**config.mk**
```make
export PLATFORM = sky130hd
export DESIGN_NAME = fbfill_top
export DESIGN_NICKNAME = d
export VERILOG_FILES = /design/src/rtl/fbfill_pkg.sv /design/src/rtl/fbfill_regs.sv /design/src/rtl/fbfill_seq.sv /design/src/rtl/fbfill_top.sv
export SDC_FILE = /design/constraint.sdc
export NUM_CORES = 1
export LEC_CHECK = 0
export ABC_AREA = 1
export ABC_CLOCK_PERIOD_IN_PS = 2410
export CAP_MARGIN = 5
export CORE_MARGIN = 3
export CORE_UTILIZATION = 60
export CTS_CLUSTER_DIAMETER = 150
export CTS_CLUSTER_SIZE = 25
export DETAILED_ROUTE_END_ITERATION = 7
export DONT_BUFFER_PORTS = 1
export GPL_TIMING_DRIVEN = 0
export PLACE_DENSITY_LB_ADDON = 0.1
export SLEW_MARGIN = 10
export SYNTH_ARGS = -nofsm -noshare
export SYNTH_HDL_FRONTEND = slang
export SYNTH_HIERARCHICAL = 1
export SYNTH_SLANG_ARGS = --single-unit
```
**constraint.sdc**
```tcl
create_clock -name clk -period 2.41 [get_ports clk]
set_input_delay 0.241 -clock clk [delete_from_list [all_inputs] [get_ports clk]]
set_output_delay 0.241 -clock clk [all_outputs]
set_load 0.05 [all_outputs]
```
**src/rtl/fbfill_pkg.sv**
```systemverilog
package fbfill_pkg;

    typedef enum logic [0:0] {
        FILL_IDLE = 1'b0,
        FILL_RUN  = 1'b1
    } fill_state_t;

    localparam int REG_AW = 4;

    localparam logic [REG_AW-1:0] OFS_CTRL  = 4'h0;
    localparam logic [REG_AW-1:0] OFS_LEN   = 4'h4;
    localparam logic [REG_AW-1:0] OFS_START = 4'h6;
    localparam logic [REG_AW-1:0] OFS_DATA  = 4'h8;
    localparam logic [REG_AW-1:0] OFS_SWAP  = 4'hA;

endpackage

```
**src/rtl/fbfill_regs.sv**
```systemverilog
module fbfill_regs
    import fbfill_pkg::*;
#(
    parameter int DW     = 16,
    parameter int LW     = 8,
    parameter int MODE_W = 2
) (
    input  logic              clk,
    input  logic              rst_n,
    input  logic              wr_en,
    input  logic [REG_AW-1:0] wr_addr,
    input  logic [DW/8-1:0]   wr_be,
    input  logic [DW-1:0]     wr_data,
    input  logic              vblank,
    input  logic              upd_en,
    input  logic [DW-1:0]     upd_addr,
    output logic [LW-1:0]     len_q,
    output logic [DW-1:0]     start_q,
    output logic [DW-1:0]     data_q,
    output logic [MODE_W-1:0] mode_q,
    output logic              front_q,
    output logic              fill_go
);
    localparam int NLANE = DW / 8;

    logic vblank_d;
    logic pend_q;
    logic pend_val_q;
    logic swap_wr;
    logic vb_rise;
    logic swap_now;

    assign fill_go  = wr_en && (wr_addr == OFS_DATA);
    assign swap_wr  = wr_en && (wr_addr == OFS_SWAP) && wr_be[0];
    assign vb_rise  = vblank && !vblank_d;
    assign swap_now = vblank || (mode_q == '0);

    always_ff @(posedge clk) begin
        if (!rst_n) begin
            mode_q <= '0;
            len_q  <= '0;
            data_q <= '0;
        end else begin
            if (wr_en && (wr_addr == OFS_CTRL) && wr_be[0])
                mode_q <= wr_data[MODE_W-1:0];
            if (wr_en && (wr_addr == OFS_LEN) && wr_be[0])
                len_q <= wr_data[LW-1:0];
            if (fill_go)
                data_q <= wr_data;
        end
    end

    for (genvar g = 0; g < NLANE; g++) begin : g_start_lane
        always_ff @(posedge clk) begin
            if (!rst_n)
                start_q[g*8 +: 8] <= '0;
            else if (upd_en)
                start_q[g*8 +: 8] <= upd_addr[g*8 +: 8];
            else if (wr_en && (wr_addr == OFS_START) && wr_be[g])
                start_q[g*8 +: 8] <= wr_data[g*8 +: 8];
        end
    end

    always_ff @(posedge clk) begin
        if (!rst_n) begin
            vblank_d   <= 1'b0;
            front_q    <= 1'b0;
            pend_q     <= 1'b0;
            pend_val_q <= 1'b0;
        end else begin
            vblank_d <= vblank;
            if (swap_wr) begin
                if (swap_now) begin
                    front_q <= wr_data[0];
                    pend_q  <= 1'b0;
                end else begin
                    pend_q     <= 1'b1;
                    pend_val_q <= wr_data[0];
                end
            end else if (vb_rise && pend_q) begin
                front_q <= pend_val_q;
                pend_q  <= 1'b0;
            end
        end
    end

endmodule

```
**src/rtl/fbfill_seq.sv**
```systemverilog
module fbfill_seq
    import fbfill_pkg::*;
#(
    parameter int DW = 16,
    parameter int LW = 8,
    parameter int PW = 8
) (
    input  logic          clk,
    input  logic          rst_n,
    input  logic          go,
    input  logic [DW-1:0] start_addr,
    input  logic [LW-1:0] len,
    input  logic          target,
    output logic          fb_we,
    output logic          fb_sel,
    output logic [DW-1:0] fb_addr,
    output logic          busy,
    output logic          done,
    output logic [DW-1:0] next_addr
);
    localparam int CW = LW + 1;

    fill_state_t   state_q, state_d;
    logic [DW-1:0] addr_q;
    logic [CW-1:0] left_q;
    logic          sel_q;
    logic          last;

    assign next_addr = {addr_q[DW-1:PW], addr_q[PW-1:0] + PW'(1)};
    assign last      = (left_q == CW'(1));

    always_comb begin
        state_d = state_q;
        unique case (state_q)
            FILL_IDLE: if (go)   state_d = FILL_RUN;
            FILL_RUN:  if (last) state_d = FILL_IDLE;
            default:             state_d = FILL_IDLE;
        endcase
    end

    always_ff @(posedge clk) begin
        if (!rst_n)
            state_q <= FILL_IDLE;
        else
            state_q <= state_d;
    end

    always_ff @(posedge clk) begin
        if (!rst_n) begin
            addr_q <= '0;
            left_q <= '0;
            sel_q  <= 1'b0;
        end else if (state_q == FILL_IDLE && go) begin
            addr_q <= start_addr;
            left_q <= CW'(len) + CW'(1);
            sel_q  <= target;
        end else if (state_q == FILL_RUN) begin
            addr_q <= next_addr;
            left_q <= left_q - CW'(1);
        end
    end

    always_comb begin
        fb_we   = (state_q == FILL_RUN);
        busy    = (state_q == FILL_RUN);
        done    = (state_q == FILL_RUN) && last;
        fb_sel  = sel_q;
        fb_addr = addr_q;
    end

endmodule

```
**src/rtl/fbfill_top.sv**
```systemverilog
module fbfill_top
    import fbfill_pkg::*;
#(
    parameter int DW     = 16,
    parameter int LW     = 8,
    parameter int PW     = 8,
    parameter int MODE_W = 2
) (
    input  logic              clk,
    input  logic              rst_n,
    input  logic              reg_we,
    input  logic [DW/8-1:0]   reg_be,
    input  logic [REG_AW-1:0] reg_addr,
    input  logic [DW-1:0]     reg_wdata,
    output logic              reg_stall,
    input  logic              vblank,
    output logic              fb_we,
    output logic              fb_sel,
    output logic [DW-1:0]     fb_addr,
    output logic [DW-1:0]     fb_wdata,
    output logic              busy,
    output logic              front_sel,
    output logic [DW-1:0]     fill_start
);
    logic              wr_en;
    logic              fill_go;
    logic              done;
    logic [DW-1:0]     next_addr;
    logic [LW-1:0]     len_q;
    logic [DW-1:0]     data_q;
    logic [MODE_W-1:0] mode_q;

    assign wr_en     = reg_we && !busy;
    assign reg_stall = reg_we && busy;
    assign fb_wdata  = data_q;

    fbfill_regs #(.DW(DW), .LW(LW), .MODE_W(MODE_W)) regs_i (
        .clk      (clk),
        .rst_n    (rst_n),
        .wr_en    (wr_en),
        .wr_addr  (reg_addr),
        .wr_be    (reg_be),
        .wr_data  (reg_wdata),
        .vblank   (vblank),
        .upd_en   (done),
        .upd_addr (next_addr),
        .len_q    (len_q),
        .start_q  (fill_start),
        .data_q   (data_q),
        .mode_q   (mode_q),
        .front_q  (front_sel),
        .fill_go  (fill_go)
    );

    fbfill_seq #(.DW(DW), .LW(LW), .PW(PW)) seq_i (
        .clk        (clk),
        .rst_n      (rst_n),
        .go         (fill_go),
        .start_addr (fill_start),
        .len        (len_q),
        .target     (!front_sel),
        .fb_we      (fb_we),
        .fb_sel     (fb_sel),
        .fb_addr    (fb_addr),
        .busy       (busy),
        .done       (done),
        .next_addr  (next_addr)
    );

endmodule

```
==> metrics.txt <==
worst-path cell chain=nor2_2 > nand2_1 > nor2_2 > buf_2 > nand2_4 > inv_2 > buf_2 > nand3_1 > a21oi_1; area grow syn2layout=9.81%; peak supply drop=0.000511 V; drt drc=0; slowest CP cell=dfxtp_2; H-tree levels=3; CP Data Arrival Time=2.44 ns; CTS clk-pin slew, worst paths=0.08 ns; min Tclk post-route=2.16 ns; crit-path max FO=11; vias in the first global route=3200; crit path from=seq_i/busy; FP Rows=27; critical path class=flip-flop to flip-flop; drt wl/cell=15.7 µm; Initial Utilization=0.635; Die Height=83.3 µm; Clock Latency Late Sink=0.35 ns; Final setup viols=0; r2r startpoint=seq_i/busy; # clock sinks=73; unrepaired setup endpoints after global routing=no; Seq/Total Area, Yosys=0.408; Yosys reg bits=73; Die Wd=83.3 µm; largest net degree at the start of global routing=14; Mapped Avg Cell Area=6.96 µm²; Antenna diodes=0; cell area after synthesis=3580 µm²; Slew HR=0.565; Fmax achieved=0.462 GHz; HP Class=input pin to flip-flop; Yosys warning total=6; Power Dens Cells=670 nW/µm²; period utilisation layout=0.898; area leader, netlist=dfxtp_1; most common cell after layout, fill and taps aside=nand2_1; total grt overflow=0; most frequent cells in the layout=nand2_1, dfxtp_1, inv_1; Design Power=2.63 mW; post-DP HPWL=6850 µm; Slew Limit Fails=0; Tightest Pin Transition=0.652 ns; Crit. End Element=flip-flop; Non-Filler Instances=604; syn_nets=545; min-delay src=rst_n; Mapped Cells=515; top cells by area, synth=dfxtp_1, nand2_1, o21ai_0; layout cell share with drive strength beyond 1=0.117; via count=3390; max_cap viols=0; clk_skew=0.0102 ns; First-pass DRT Iterations=6; Clock Path Buffers=2; Fin Setup TNS=0 ns; Core Area=5640 µm²; Final Hold Violating Endpoints=0; CTS root buf=clkbuf_8; Worst path max stage delay=0.48 ns; initial antenna violation count=0; routability cong.=0.857; total track usage=0.276; Leakage=1.70 nW; status=complete, no violations; library cells used by synthesis=30; global-route wire length before repair=15300 µm; fill cell count=452; die area=6930 µm²; io pins=79; post-synth top area share=0.408; number of buffers created by CTS=9; initial drt markers=312; Routed Antenna Nets=0; vias per std cell=5.61; placed cell count=587; CP Launch Type=flip-flop; Total Nets Final=557; Post-Route WL=9490 µm; Critical Path RT=2.69 ns; port bufs=0; CTS tree=built
-- flip-flops by register name, indices dropped and copies added, names as in the netlist --
name,count
regs_i/pend_val_q,1
seq_i/busy,1
regs_i/start_q,16
regs_i/vblank_d,1
seq_i/fb_sel,1
seq_i/fb_addr,16
regs_i/len_q,8
regs_i/data_q,16
regs_i/mode_q,2
regs_i/front_q,1
seq_i/left_q,9
regs_i/pend_q,1
-- area by class of cell --
class | count | area [µm²] | area share
clock buffer | 10 | 138 | 0.0350
sequential | 73 | 1460 | 0.372
timing repair buffer | 1 | 10.0 | 0.00254
clock inverter | 6 | 113 | 0.0286
multi-input combinational | 348 | 1700 | 0.431
buffer | 28 | 176 | 0.0448
inverter | 66 | 248 | 0.0630
tap | 72 | 90.1 | 0.0229
-- layer usage --
metal  vias to the layer above  GRT usage  routed length [µm]
met5                         -          0                   0
met4                         0      0.108                 146
met3                        21     0.0933                 998
met2                       149      0.461                4580
met1                      1541      0.325                3760
li1                       1679          -                   -
-- stage by stage --
stage          hold WS, ns  utilization  setup WS [ns]  cell area, µm²
2_1_floorplan        0.334            -          0.501            3580
4_1_cts             0.0112        0.697        0.00883            3930
3_5_place_dp         0.340        0.651         0.0190            3670
3_3_place_gp         0.338        0.651         0.0760            3670
6_report            0.0213        0.697          0.247            3930
5_1_grt             0.0107        0.697        0.00901            3930
-- synth_stat cells --
library cell,instances
nand2_1,107
dfxtp_1,73
inv_1,61
nor2_1,52
o21ai_0,49
a21oi_1,48
nand3_1,39
buf_4,12
buf_2,8
o21ai_1,8
nand4_1,7
nor2_2,7
clkbuf_1,5
nand2_4,5
xor2_1,5
ha_1,4
inv_2,4
nand3_2,3
a31oi_1,2
buf_6,2
nor2_4,2
o211ai_1,2
o21bai_1,2
o221ai_1,2
a41oi_1,1
and2_1,1
clkbuf_2,1
clkinv_1,1
nor3_1,1
o21ai_2,1
-- report_power, final --
part | total [mW] | leakage [nW] | internal, mW | switching [mW]
registers | 1.29 | 0.590 | 1.23 | 0.0627
clock network | 1.20 | 0.127 | 0.720 | 0.484
logic | 0.143 | 0.981 | 0.0475 | 0.0955
-- kinds of logic after synthesis --
kind of cell	Yosys count	synth area share
adders and majority gates	4	0.0140
DFF	73	0.408
and+or+nand+nor	224	0.279
xor gates and xnor gates	5	0.0122
AOI/OAI and AO/OA	115	0.168
buffers and inverters	94	0.118
-- worst max-delay path, delay by kind of cell, from the launching register on --
kind	cells	cell delay (ns)
AOI/OAI and AO/OA	1	0.16
buffers and inverters	3	0.73
DFF	1	0.48
and+or+nand+nor	5	0.70
-- what timing repair did --
| item | CTS | global route |
|---|---|---|
| resized for setup | 0 | 1 |
| hold buffers | 1 | 0 |
| setup buffers | 0 | 0 |
| endpoints found under the setup margin | 0 | 23 |
| endpoints found under the hold margin | 1 | 0 |
-- worst paths after layout --
| check | to | slack, ns | cells past startpoint |
|---|---|---|---|
| max | seq_i/left_q[5] | 0.25 | 9 |
| min | seq_i/fb_addr[11] | 0.02 | 2 |
| max reg2reg | seq_i/left_q[5] | 0.25 | 9 |
| min reg2reg | regs_i/pend_q | 0.46 | 2 |
Note: power is estimated with default switching activity, not from simulation.
